File: config.mk
export PLATFORM = sky130hd
export DESIGN_NAME = twi_recover
export DESIGN_NICKNAME = d
export VERILOG_FILES = /design/src/rtl/twi_rec_pkg.sv /design/src/rtl/twi_rec_timer.sv /design/src/rtl/twi_rec_pulse_cnt.sv /design/src/rtl/twi_rec_fsm.sv /design/src/rtl/twi_recover.sv
export SDC_FILE = /design/constraint.sdc
export NUM_CORES = 1
export LEC_CHECK = 0
export ABC_AREA = 0
export CELL_PAD_IN_SITES_DETAIL_PLACEMENT = 0
export CELL_PAD_IN_SITES_GLOBAL_PLACEMENT = 1
export CORE_MARGIN = 4
export CORE_UTILIZATION = 42
export DETAILED_ROUTE_END_ITERATION = 6
export PLACE_DENSITY = 0.81
export SYNTH_ARGS = -nofsm -noshare
export SYNTH_HDL_FRONTEND = slang
export SYNTH_SLANG_ARGS = --single-unit
File: constraint.sdc
create_clock -name clk -period 3 [get_ports clk]
set_input_delay 0.3 -clock clk [delete_from_list [all_inputs] [get_ports clk]]
set_output_delay 0.3 -clock clk [all_outputs]
set_load 0.005 [all_outputs]
File: src/rtl/twi_rec_pkg.sv
// Package: shared state encoding for the bus recovery sequencer.
// Assumes nothing beyond being compiled before the modules that import it.
package twi_rec_pkg;

    // Sequencer phases, in the order an attempt walks through them.
    typedef enum logic [2:0] {
        ST_IDLE  = 3'd0,   // lines released, waiting for a request
        ST_LOW   = 3'd1,   // dummy pulse, SCL pulled low
        ST_HIGH  = 3'd2,   // dummy pulse, SCL released, sample at end
        ST_START = 3'd3,   // SDA pulled low with SCL released (Start)
        ST_TAIL  = 3'd4    // both pulled low before hand-over
    } rec_state_t;

endpackage

File: src/rtl/twi_rec_timer.sv
// Phase timer: counts out one SCL half-period per phase.
// Captures the requested half-period when an attempt is accepted, so later
// changes on the input have no effect. A value of zero is treated as one.
// Assumes load is asserted on the edge that enters each new phase.
module twi_rec_timer #(
    parameter int HP_W = 16
) (
    input  logic            clk,
    input  logic            rst_n,
    input  logic            capture,
    input  logic            load,
    input  logic [HP_W-1:0] half_period,
    output logic            last
);
    logic [HP_W-1:0] hp_q;
    logic [HP_W-1:0] src_w;
    logic [HP_W-1:0] len_w;
    logic [HP_W-1:0] cnt_q;

    // Hold the half-period chosen for the running attempt.
    always_ff @(posedge clk) begin
        if (!rst_n)       hp_q <= '0;
        else if (capture) hp_q <= half_period;
    end

    // Pick the live input on the capture edge, else the held copy; clamp zero.
    always_comb begin
        src_w = capture ? half_period : hp_q;
        len_w = (src_w == '0) ? HP_W'(1) : src_w;
    end

    // Down-counter: len-1 at phase entry, phase ends when it reaches zero.
    always_ff @(posedge clk) begin
        if (!rst_n)              cnt_q <= '0;
        else if (load)           cnt_q <= len_w - HP_W'(1);
        else if (cnt_q != '0)    cnt_q <= cnt_q - HP_W'(1);
    end

    assign last = (cnt_q == '0);
endmodule

File: src/rtl/twi_rec_pulse_cnt.sv
// Pulse counter: counts dummy SCL pulses issued in the current attempt and
// flags when the configured limit has been reached.
// Assumes clear and inc are never asserted together.
module twi_rec_pulse_cnt #(
    parameter int MAX_PULSES = 9
) (
    input  logic clk,
    input  logic rst_n,
    input  logic clear,
    input  logic inc,
    output logic at_limit
);
    localparam int CW = $clog2(MAX_PULSES + 1);

    logic [CW-1:0] cnt_q;

    // Count pulses; saturate at the limit.
    always_ff @(posedge clk) begin
        if (!rst_n)                                  cnt_q <= '0;
        else if (clear)                              cnt_q <= '0;
        else if (inc && (cnt_q != CW'(MAX_PULSES)))  cnt_q <= cnt_q + CW'(1);
    end

    assign at_limit = (cnt_q == CW'(MAX_PULSES));
endmodule

File: src/rtl/twi_rec_fsm.sv
// Sequencer control: walks dummy pulses, Start and hand-over, and owns the
// done pulse and the sticky fail flag. Line enables decode from the state.
// Assumes scl_in/sda_in are already synchronized to clk.
module twi_rec_fsm
    import twi_rec_pkg::*;
(
    input  logic clk,
    input  logic rst_n,
    input  logic start_recovery,
    input  logic last,
    input  logic at_limit,
    input  logic scl_in,
    input  logic sda_in,
    output logic capture,
    output logic load,
    output logic cnt_clear,
    output logic cnt_inc,
    output logic scl_oe,
    output logic sda_oe,
    output logic done,
    output logic fail
);
    rec_state_t state_q, state_d;
    logic       line_idle;
    logic       fail_set;
    logic       done_set;

    assign line_idle = scl_in && sda_in;

    // Next-state and control strobes for timer and pulse counter.
    always_comb begin
        state_d   = state_q;
        capture   = 1'b0;
        load      = 1'b0;
        cnt_clear = 1'b0;
        cnt_inc   = 1'b0;
        fail_set  = 1'b0;
        done_set  = 1'b0;
        unique case (state_q)
            ST_IDLE: if (start_recovery) begin
                state_d   = ST_LOW;
                capture   = 1'b1;
                load      = 1'b1;
                cnt_clear = 1'b1;
            end
            ST_LOW: if (last) begin
                state_d = ST_HIGH;
                load    = 1'b1;
                cnt_inc = 1'b1;
            end
            ST_HIGH: if (last) begin
                load = 1'b1;
                if (line_idle)     state_d = ST_START;
                else if (at_limit) begin
                    state_d  = ST_IDLE;
                    fail_set = 1'b1;
                end
                else               state_d = ST_LOW;
            end
            ST_START: if (last) begin
                state_d = ST_TAIL;
                load    = 1'b1;
            end
            ST_TAIL: if (last) begin
                state_d  = ST_IDLE;
                done_set = 1'b1;
            end
            default: state_d = ST_IDLE;
        endcase
    end

    // State register.
    always_ff @(posedge clk) begin
        if (!rst_n) state_q <= ST_IDLE;
        else        state_q <= state_d;
    end

    // Done pulse lasts one cycle after the hand-over phase.
    always_ff @(posedge clk) begin
        if (!rst_n) done <= 1'b0;
        else        done <= done_set;
    end

    // Fail is sticky until the next accepted request.
    always_ff @(posedge clk) begin
        if (!rst_n)        fail <= 1'b0;
        else if (fail_set) fail <= 1'b1;
        else if (capture)  fail <= 1'b0;
    end

    // Open-drain enables decoded from the phase.
    always_comb begin
        scl_oe = (state_q == ST_LOW)   || (state_q == ST_TAIL);
        sda_oe = (state_q == ST_START) || (state_q == ST_TAIL);
    end
endmodule

File: src/rtl/twi_recover.sv
// Top of the two-wire bus recovery sequencer. On request it clocks dummy
// pulses until the bus reads released, issues a Start and pulses done, or
// flags fail once the pulse limit is used up.
// Assumes bus inputs are synchronized upstream and the owning master takes
// the lines in the cycle done is seen.
module twi_recover #(
    parameter int HP_W       = 16,
    parameter int MAX_PULSES = 9
) (
    input  logic            clk,
    input  logic            rst_n,
    input  logic            start_recovery,
    input  logic [HP_W-1:0] half_period,
    input  logic            scl_in,
    input  logic            sda_in,
    output logic            scl_oe,
    output logic            sda_oe,
    output logic            done,
    output logic            fail
);
    logic capture_w, load_w, clear_w, inc_w, last_w, limit_w;

    twi_rec_timer #(.HP_W(HP_W)) timer_i (
        .clk(clk), .rst_n(rst_n), .capture(capture_w), .load(load_w),
        .half_period(half_period), .last(last_w)
    );

    twi_rec_pulse_cnt #(.MAX_PULSES(MAX_PULSES)) pcnt_i (
        .clk(clk), .rst_n(rst_n), .clear(clear_w), .inc(inc_w),
        .at_limit(limit_w)
    );

    twi_rec_fsm fsm_i (
        .clk(clk), .rst_n(rst_n), .start_recovery(start_recovery),
        .last(last_w), .at_limit(limit_w), .scl_in(scl_in), .sda_in(sda_in),
        .capture(capture_w), .load(load_w), .cnt_clear(clear_w),
        .cnt_inc(inc_w), .scl_oe(scl_oe), .sda_oe(sda_oe),
        .done(done), .fail(fail)
    );
endmodule

Word-level counts from Yosys, hierarchy flattened
Cells that the tools add are included.
Word-level totals
  output and inout port bits: 4
  logic and storage cells: 58
  input bits: 21
  bits in registers: 41
Operators by class
  mux-type cells: 23
  reduce and logical (&&, ||, !) cells: 14
  add/sub/neg operators: 3
  bitwise gates (word level): 1
  equal/unequal tests: 11
Operators by type and width (count)
  two-way mux 16 bit: 4
  zero test 16 bit: 2
  subtractor 16 x 1 -> 16 bit (second input constant): 2
  two-way mux 3 bit: 6
  nonzero test 16 bit: 1
  one-hot mux 3 bit (5 select lines): 1
  two-way mux 1 bit: 11
  != test 2 x 1 -> 1 bit (second input constant): 4
  equality test 3 x 2 -> 1 bit (second input constant): 2
  AND reduction 5 bit: 1
  adder 4 x 1 -> 4 bit (second input constant): 1
  equality test 4 bit (second input constant): 1
  != test 4 bit (second input constant): 1
  nonzero test 2 bit: 2
  equality test 3 x 1 -> 1 bit (second input constant): 1
  equality test 3 bit (second input constant): 1
  zero test 3 bit: 1
  OR reduction 3 bit: 1
  logical AND 1 bit: 2
  logical OR 1 bit: 2
  != test 2 bit (second input constant): 1
  one-hot mux 1 bit (2 select lines): 1
  AND reduction 2 bit: 1
  OR reduction 2 bit: 1
  NOT 1 bit: 1

Depth between registers and ports, before layout
Gate-level depths: netlist of run 1.
  depth in word-level cells: 7
  mapped depth: 12

By module
A second synthesis of run 1 with hierarchy kept.
Unflattened totals
  cell total of the unflattened synthesis: 249
  area, all modules: 2193.4 um2
Modules (own cells, without submodules)
  twi_rec_timer: area each 1632.8 um2, cells an instance 183, times used 1
  twi_rec_fsm: area each 337.8 um2, cells an instance 42, times used 1
  twi_rec_pulse_cnt: area each 222.7 um2, cells an instance 24, times used 1

Least setup slack after synthesis of run 1
OpenSTA, ideal clock, no wires.
  path type: flip-flop to flip-flop
  from: register fsm_i.state_q[2]
  to: register timer_i.cnt_q[14]
  cell stages (with the launch flop): 11
  arrival: 2683 ps
  clock period less this slack: 2754 ps
  slack: 246 ps
  cells stage by stage: dfxtp_1 buf_6 or4b_4 buf_6 buf_2 o31ai_1 ha_1 o221ai_2 nand2b_1 or4_1 a21oi_1
Between the ends
  word-level cells in the longest chain between the ends: 7
Ends and longest elaborated chain
  start: declaration: line twi_rec_fsm.sv:23  | rec_state_t state_q, state_d;
  start signal: assignment: line twi_rec_fsm.sv:75  | else state_q <= state_d;
  zero test 3 bit: line twi_rec_fsm.sv:39  | unique case (state_q)
  two-way mux 1 bit: line twi_rec_fsm.sv:39
  two-way mux 16 bit: line twi_rec_timer.sv:28  | src_w = capture ? half_period : hp_q;
  zero test 16 bit: line twi_rec_timer.sv:29  | len_w = (src_w == '0) ? HP_W'(1) : src_w;
  two-way mux 16 bit: line twi_rec_timer.sv:29
  subtractor 16 x 1 -> 16 bit: line twi_rec_timer.sv:35  | else if (load) cnt_q <= len_w - HP_W'(1);
  two-way mux 16 bit: line twi_rec_timer.sv:35
  end signal: assignment: line twi_rec_timer.sv:35
  end signal: assignment: line twi_rec_timer.sv:36  | else if (cnt_q != '0) cnt_q <= cnt_q - HP_W'(1);
  end: declaration: line twi_rec_timer.sv:18  | logic [HP_W-1:0] cnt_q;
Parallel ways exist; a longest one is shown, timed or not.
A chain may end at the register's enable or synchronous reset.

Worst setup path after layout of run 1
  from: register fsm_i.state_q[0]
  to: register timer_i.cnt_q[14]
The elaborated chain is that of the path after synthesis.

==> results of run 1 <==
## registers in the layout, summed over array words and instances, names as in the netlist
name / flops
fsm_i.state_q: 3
fsm_i.done: 1
timer_i.cnt_q: 16
pcnt_i.cnt_q: 4
fsm_i.fail: 1
timer_i.hp_q: 16
## final cells by class
type | count | area (sq um)
clock buffers | 5 | 68.82
repair buffers | 40 | 372.9
fillers | 545 | 2681
clock inverters | 3 | 17.52
well taps | 72 | 90.09
inverters | 4 | 15.01
multi-input cells | 230 | 1406
flip-flops and latches | 41 | 820.8
## cell usage after synthesis (5+ instances only)
master | instances | share of area, %
nor2_1 | 35 | 5.6
nor4_1 | 6 | 1.6
xor2_1 | 8 | 3.0
dfxtp_1 | 41 | 35
a31oi_1 | 5 | 1.3
nand2_1 | 49 | 7.8
xnor2_1 | 7 | 2.6
nor3_1 | 11 | 2.3
buf_6 | 5 | 2.4
o21ai_0 | 15 | 3.2
a21oi_1 | 29 | 6.2
## cells by family (layout without fill, tap and decap cells)
group	after synthesis	in the layout	share of synthesized area, %
and+or+nand+nor	138	138	30.96
AOI/OAI and AO/OA	72	72	20.71
buffers and inverters	18	52	5.469
xor gates and xnor gates	15	15	5.576
DFF	41	41	34.84
muxes	2	2	0.8497
adders and majority gates	3	3	1.593
## worst paths after layout
check                        start           endpoint  slack, ps  cells past startpoint
hold / removal    timer_i.hp_q[10]   timer_i.hp_q[10]        480                      2
setup / recovery  fsm_i.state_q[0]  timer_i.cnt_q[14]        360                      7
setup reg to reg  fsm_i.state_q[0]  timer_i.cnt_q[14]        360                      7
hold reg to reg   timer_i.hp_q[10]   timer_i.hp_q[10]        480                      2
## per-layer routing
metal | vias to the layer above | routed length [um] | track usage, %
li1 | 1104 | - | -
met1 | 1005 | 2790 | 23.57
met2 | 63 | 2726 | 28.43
met3 | 9 | 395 | 3.770
met4 | 0 | 89 | 5.052
met5 | - | 0 | 0
## worst min-delay path, stage by stage (launching register included)
cell	delay, ps
dfxtp_1	330
nand2_1	60
a21oi_1	50
## per-stage QoR
stage	instance area, sq um	total power, uW	util (%)
6_report	2791	1984	51.01
5_1_grt	2791	2126	51.01
4_1_cts	2791	1989	51.01
3_5_place_dp	2705	1626	49.43
3_3_place_gp	2705	1623	49.43
2_1_floorplan	2356	1391	-
## report_power, final
part           internal [uW]  switching (uW)  total, uW  leakage [uW]
Clock                    161             199        360     0.0000439
Sequential               641             111        753      0.000336
Combinational            392             479        872      0.000628
Total                   1190             790       1980       0.00101
==> summary.txt, run 1 <==
Outcome
  • Status: completed

Clock network
  • Hold buffer count at CTS: 0
  • Clock slew at reported path FFs: ~80 ps
  • Post-CTS sizing: 0
  • Number of post-CTS setup repair buffers: 0
  • Worst skew pair latency: ~300 ps
  • H-tree Lvls: 2
  • CTS tree: done
  • Num CTS Buffers: 5
  • CTS max path bufs: 2
  • CTS root buffer: clkbuf_8
  • CTS sink cnt: between 40 and 50

STA
  • Max Clock Freq: between 300 and 400 MHz
  • Crit share post-route: 87.94%
  • Minimum hold slack: 479.3 ps
  • Slew Viols, Final: 0
  • Min Tclk post-route: between 2000 and 3000 ps
  • Setup TNS: 0 ps
  • Final hold violation count: 0
  • Final Setup Violations: 0
  • Setup WS post-layout: 361.8 ps
  • RSZ-0062 raised after global routing: no
  • Clock skew: approximately 8.9 ps
  • Slew HR: ~63%
  • Slew @ Worst Pin: between 500 and 600 ps

Logic synthesis
  • Post-Syn Area: 2356 sq um
  • Post-synthesis area per instance: 8.152 sq um
  • Seq/Total Area, Yosys: 34.84%
  • Syn nets: 313
  • Yosys Warn Count: 0
  • Netlist cell types: 57
  • Number of flops mapped to enable cells by yosys: 0
  • #FFs+latches synth: 41
  • Post-synth ARST share: 0%
  • Most used DFF post-synth: dfxtp_1
  • Syn Inst Count: 289

Power and ir drop
  • Maximum vdd ir drop: a little over 300 uV
  • Power per cell area: between 700 and 800 nW/um^2
  • Leak: between 0.001 and 0.0015 uW

Finish
  • Most frequent cells in the layout: nand2_1 (49), dfxtp_1 (41), nor2_1 (35)
  • Antenna Cells: 0
  • Commonest non-fill, non-tap cell in the layout: nand2_1
  • Non-filler cells, final: roughly 400
  • Layout area overhead: 18.48%
  • Share of cells above drive strength 1: between 10 and 15%
  • Nets@finish: between 300 and 400

Setup path
  • Delay-heaviest family, CP: simple AND/OR/NAND/NOR gates
  • CP peak stage delay: roughly 600 ps
  • Worst endpoint required time: 3230 ps
  • Critical-path top delay cell: or4b_4
  • Crit path launch type: flip-flop
  • Kind of critical path: reg2reg
  • Worst setup EP type: flip-flop
  • Crit path max fanout: 11
  • Crit-path cells: or4b_4 > o31ai_1 > ha_1 > o221ai_2 > nand2b_1 > or4_1 > a21oi_1
  • WP buf/inv: 0
  • Arrival @ worst endpoint: approximately 2900 ps

Global routing
  • Initial antenna violation count: 0
  • All-Layer GR Usage: between 10% and 20%
  • Largest net degree at the start of global routing: 30
  • Vias in the first global route: just over 2000
  • GRT overflow: 0
  • First-pass GRT wire length: between 9000 and 10000 um

Route
  • DRC: 0
  • Routed Antenna Nets: 0
  • Drt initial violations: 142
  • Wire per inst: ~15 um
  • WL final: approximately 6000 um
  • DR vias/cell: ~5.5
  • TritonRoute pass-1 iters: 4
  • Vias after detailed routing: 2181

Floorplan
  • Row cnt: 27
  • Die area: approximately 6900 sq um
  • Die Wd: just over 80 um
  • Initial Util: a little over two fifths
  • # IOs: 25
  • Core area: between 5000 and 6000 sq um
  • Die Span Y: around 83 um

Place
  • Pre-CTS setup slack: between 90 and 100 ps
  • DP Cell Count: between 300 and 400
  • Buffers on Ports: 24
  • Dpl hpwl: between 4000 and 5000 um
  • Routability cong.: between 0.8 and 0.9

Job
  • Max Cap Viol: 0

Hold path
  • Min-delay worst type: reg2reg
Note: power is estimated with default switching activity, not from simulation.
==> run 2: changes to the inputs <==
--- a/config.mk
+++ b/config.mk
@@ -9,9 +9,9 @@
 export CELL_PAD_IN_SITES_DETAIL_PLACEMENT = 0
 export CELL_PAD_IN_SITES_GLOBAL_PLACEMENT = 1
 export CORE_MARGIN = 4
-export CORE_UTILIZATION = 42
+export CORE_UTILIZATION = 38
 export DETAILED_ROUTE_END_ITERATION = 6
-export PLACE_DENSITY = 0.81
+export PLACE_DENSITY = 0.77
 export SYNTH_ARGS = -nofsm -noshare
 export SYNTH_HDL_FRONTEND = slang
 export SYNTH_SLANG_ARGS = --single-unit
==> constraint.sdc (replaced) <==
create_clock -name clk -period 2.1 [get_ports clk]
set_input_delay 0.21 -clock clk [delete_from_list [all_inputs] [get_ports clk]]
set_output_delay 0.21 -clock clk [all_outputs]
set_load 0.005 [all_outputs]
==> summary.txt, run 2 (synthesized netlist as in run 1, its figures left out) <==
Place
  • DP Cell Count: between 400 and 500
  • Dpl hpwl: between 5000 and 6000 um
  • Routability cong.: between 0.9 and 1
  • Buffers on Ports: 24
  • Pre-CTS setup slack: -612.3 ps

Global routing
  • Largest net degree at the start of global routing: 19
  • All-Layer GR Usage: around 20%
  • GRT overflow: 0
  • First-pass GRT wire length: about 12000 um
  • Vias in the first global route: roughly 2500
  • Initial antenna violation count: 0

Route
  • Drt initial violations: ~110
  • Routed Antenna Nets: 0
  • DRC: 0
  • Vias after detailed routing: ~2500
  • TritonRoute pass-1 iters: 4
  • Wire per inst: 15.18 um
  • DR vias/cell: roughly 5.3
  • WL final: ~7300 um

Power and ir drop
  • Sw Pwr: about 1400 uW
  • Tot Pwr: roughly 3700 uW
  • Combinational fraction of design power: 57.8%
  • Switching part of the total: 37.46%
  • Seq pwr share: 28.5%
  • Power per cell area: roughly 1000 nW/um^2
  • Leak: between 0.001 and 0.0015 uW
  • Cell internal pwr: roughly 2300 uW
  • Clk network pwr share: 13.7%
  • Maximum vdd ir drop: 489.8 uV

Finish
  • Most frequent cells in the layout: buf_4 (89), nand2_1 (48), dfxtp_1 (37)
  • Largest regs: timer_i.cnt_q: 16 flops, timer_i.hp_q: 16 flops, pcnt_i.cnt_q: 4 flops
  • Commonest non-fill, non-tap cell in the layout: buf_4
  • Fillers: ~550
  • Nets@finish: ~430
  • Non-filler cells, final: 479
  • Final core utilization: approximately 60%
  • Share of cells above drive strength 1: 35.40%
  • FF+latch area: about 830 sq um
  • Area of the multi-input gates: 1584 sq um
  • Layout area overhead: 52.15%
  • Antenna Cells: 0

Floorplan
  • Die Span Y: 86.74 um
  • Die area: between 7000 and 8000 sq um
  • Initial Util: slightly below 40%
  • Row cnt: 28
  • # IOs: 25
  • Core area: roughly 6000 sq um
  • Die Wd: about 87 um

STA
  • Final hold violation count: 0
  • Setup WS post-layout: -245.0 ps
  • Max Clock Freq: ~430 MHz
  • Minimum hold slack: around 490 ps
  • Slew HR: between 70% and 80%
  • Final Setup Violations: 12
  • Clock skew: roughly 14 ps
  • Slew Viols, Final: 0
  • Crit share post-route: 111.7%
  • Slew @ Worst Pin: 419.7 ps
  • Min Tclk post-route: about 2300 ps
  • RSZ-0062 raised after global routing: yes

Setup path
  • Worst r2r dst: timer_i.cnt_q[15]
  • Crit path max fanout: 5
  • Crit path launch type: flip-flop
  • Setup crit start: timer_i.cnt_q[11]
  • Worst endpoint required time: about 2300 ps
  • Worst r2r src: timer_i.cnt_q[11]
  • Arrival @ worst endpoint: between 2000 and 3000 ps
  • Critical path endpoint: timer_i.cnt_q[15]
  • Worst setup EP type: flip-flop
  • FF-to-FF setup slack: -250 ps
  • Reg2reg path depth: 10
  • Kind of critical path: reg2reg

Clock network
  • Worst skew pair latency: ~300 ps
  • CTS sink cnt: between 40 and 50
  • CTS root buffer: clkbuf_8
  • H-tree Lvls: 2
  • Clock slew at reported path FFs: 90 ps
  • Num CTS Buffers: 5
  • CTS max path bufs: 2
  • Hold buffer count at CTS: 0
  • CTS tree: done

Outcome
  • Status: finished with violations
  • Violated checks: setup timing

Job
  • Max Cap Viol: 0

Hold path
  • Min-delay worst type: reg2reg
[run 2: how the worst min path moves through the flow]
stage,startpoint,end,slack (ps),cells past startpoint
floorplan,half_period[0],timer_i.hp_q[0],350,2
detailed placement,timer_i.hp_q[14],timer_i.hp_q[14],480,2
global route,timer_i.hp_q[14],timer_i.hp_q[14],510,2
CTS,timer_i.hp_q[0],timer_i.hp_q[0],490,2
finish,timer_i.hp_q[14],timer_i.hp_q[14],490,2
global placement,timer_i.hp_q[14],timer_i.hp_q[14],470,2
[run 2: layout make-up]
class | count | share of cell area, %
multi-input combinational | 231 | 44.19
timing repair buffer | 120 | 27.50
sequential | 41 | 23.04
tap | 75 | 2.618
clock buffer | 8 | 2.234
inverter | 4 | 0.4188
[run 2: through the flow]
| step | cell area, sq um | setup TNS [ps] |
|---|---|---|
| 4_1_cts | 3431 | -1594 |
| 6_report | 3585 | -1508 |
| 2_1_floorplan | 2405 | -1710 |
| 3_3_place_gp | 3277 | -5896 |
| 3_5_place_dp | 3277 | -6440 |
| 5_1_grt | 3585 | -3111 |
[run 2: routing by layer]
| layer | global-route usage, % | vias to the layer above | part of all wire [%] |
|---|---|---|---|
| li1 | - | 1258 | - |
| met1 | 23.64 | 1196 | 44 |
| met2 | 34.77 | 51 | 50 |
| met3 | 3.327 | 17 | 3.5 |
| met4 | 9.207 | 0 | 2.7 |
| met5 | 0 | - | 0 |
[run 2: critical path, stage by stage (launching register included)]
cell and delay [ps]:
dfxtp_1 420, nor4_4 70, buf_4 140, and4_4 200, buf_4 140, buf_4 150
a21oi_1 160, and2_1 180, nand2_1 90, or4_1 520, and3_1 190
[run 2: repair_timing]
action,CTS,global route
resized for setup,12,25
setup endpoints to repair,17,18
cloned,1,0
buffers inserted,2,7
pin swaps,6,18
[run 2: power by group through the flow]
stage          combinational, uW  clock (uW)  sequential, uW
2_1_floorplan               1000           0            1040
3_3_place_gp                1780           0            1040
3_5_place_dp                1810           0            1050
4_1_cts                     1920         515            1040
5_1_grt                     2310         553            1070
6_report                    2140         507            1060
==> run 3: changes to the inputs <==
--- a/config.mk
+++ b/config.mk
@@ -6,6 +6,7 @@
 export NUM_CORES = 1
 export LEC_CHECK = 0
 export ABC_AREA = 0
+export CAP_MARGIN = 20
 export CELL_PAD_IN_SITES_DETAIL_PLACEMENT = 0
 export CELL_PAD_IN_SITES_GLOBAL_PLACEMENT = 1
 export CORE_MARGIN = 4
==> results of run 3 <==
No change in the layout: final DEF, timing and power equal those of run 2.
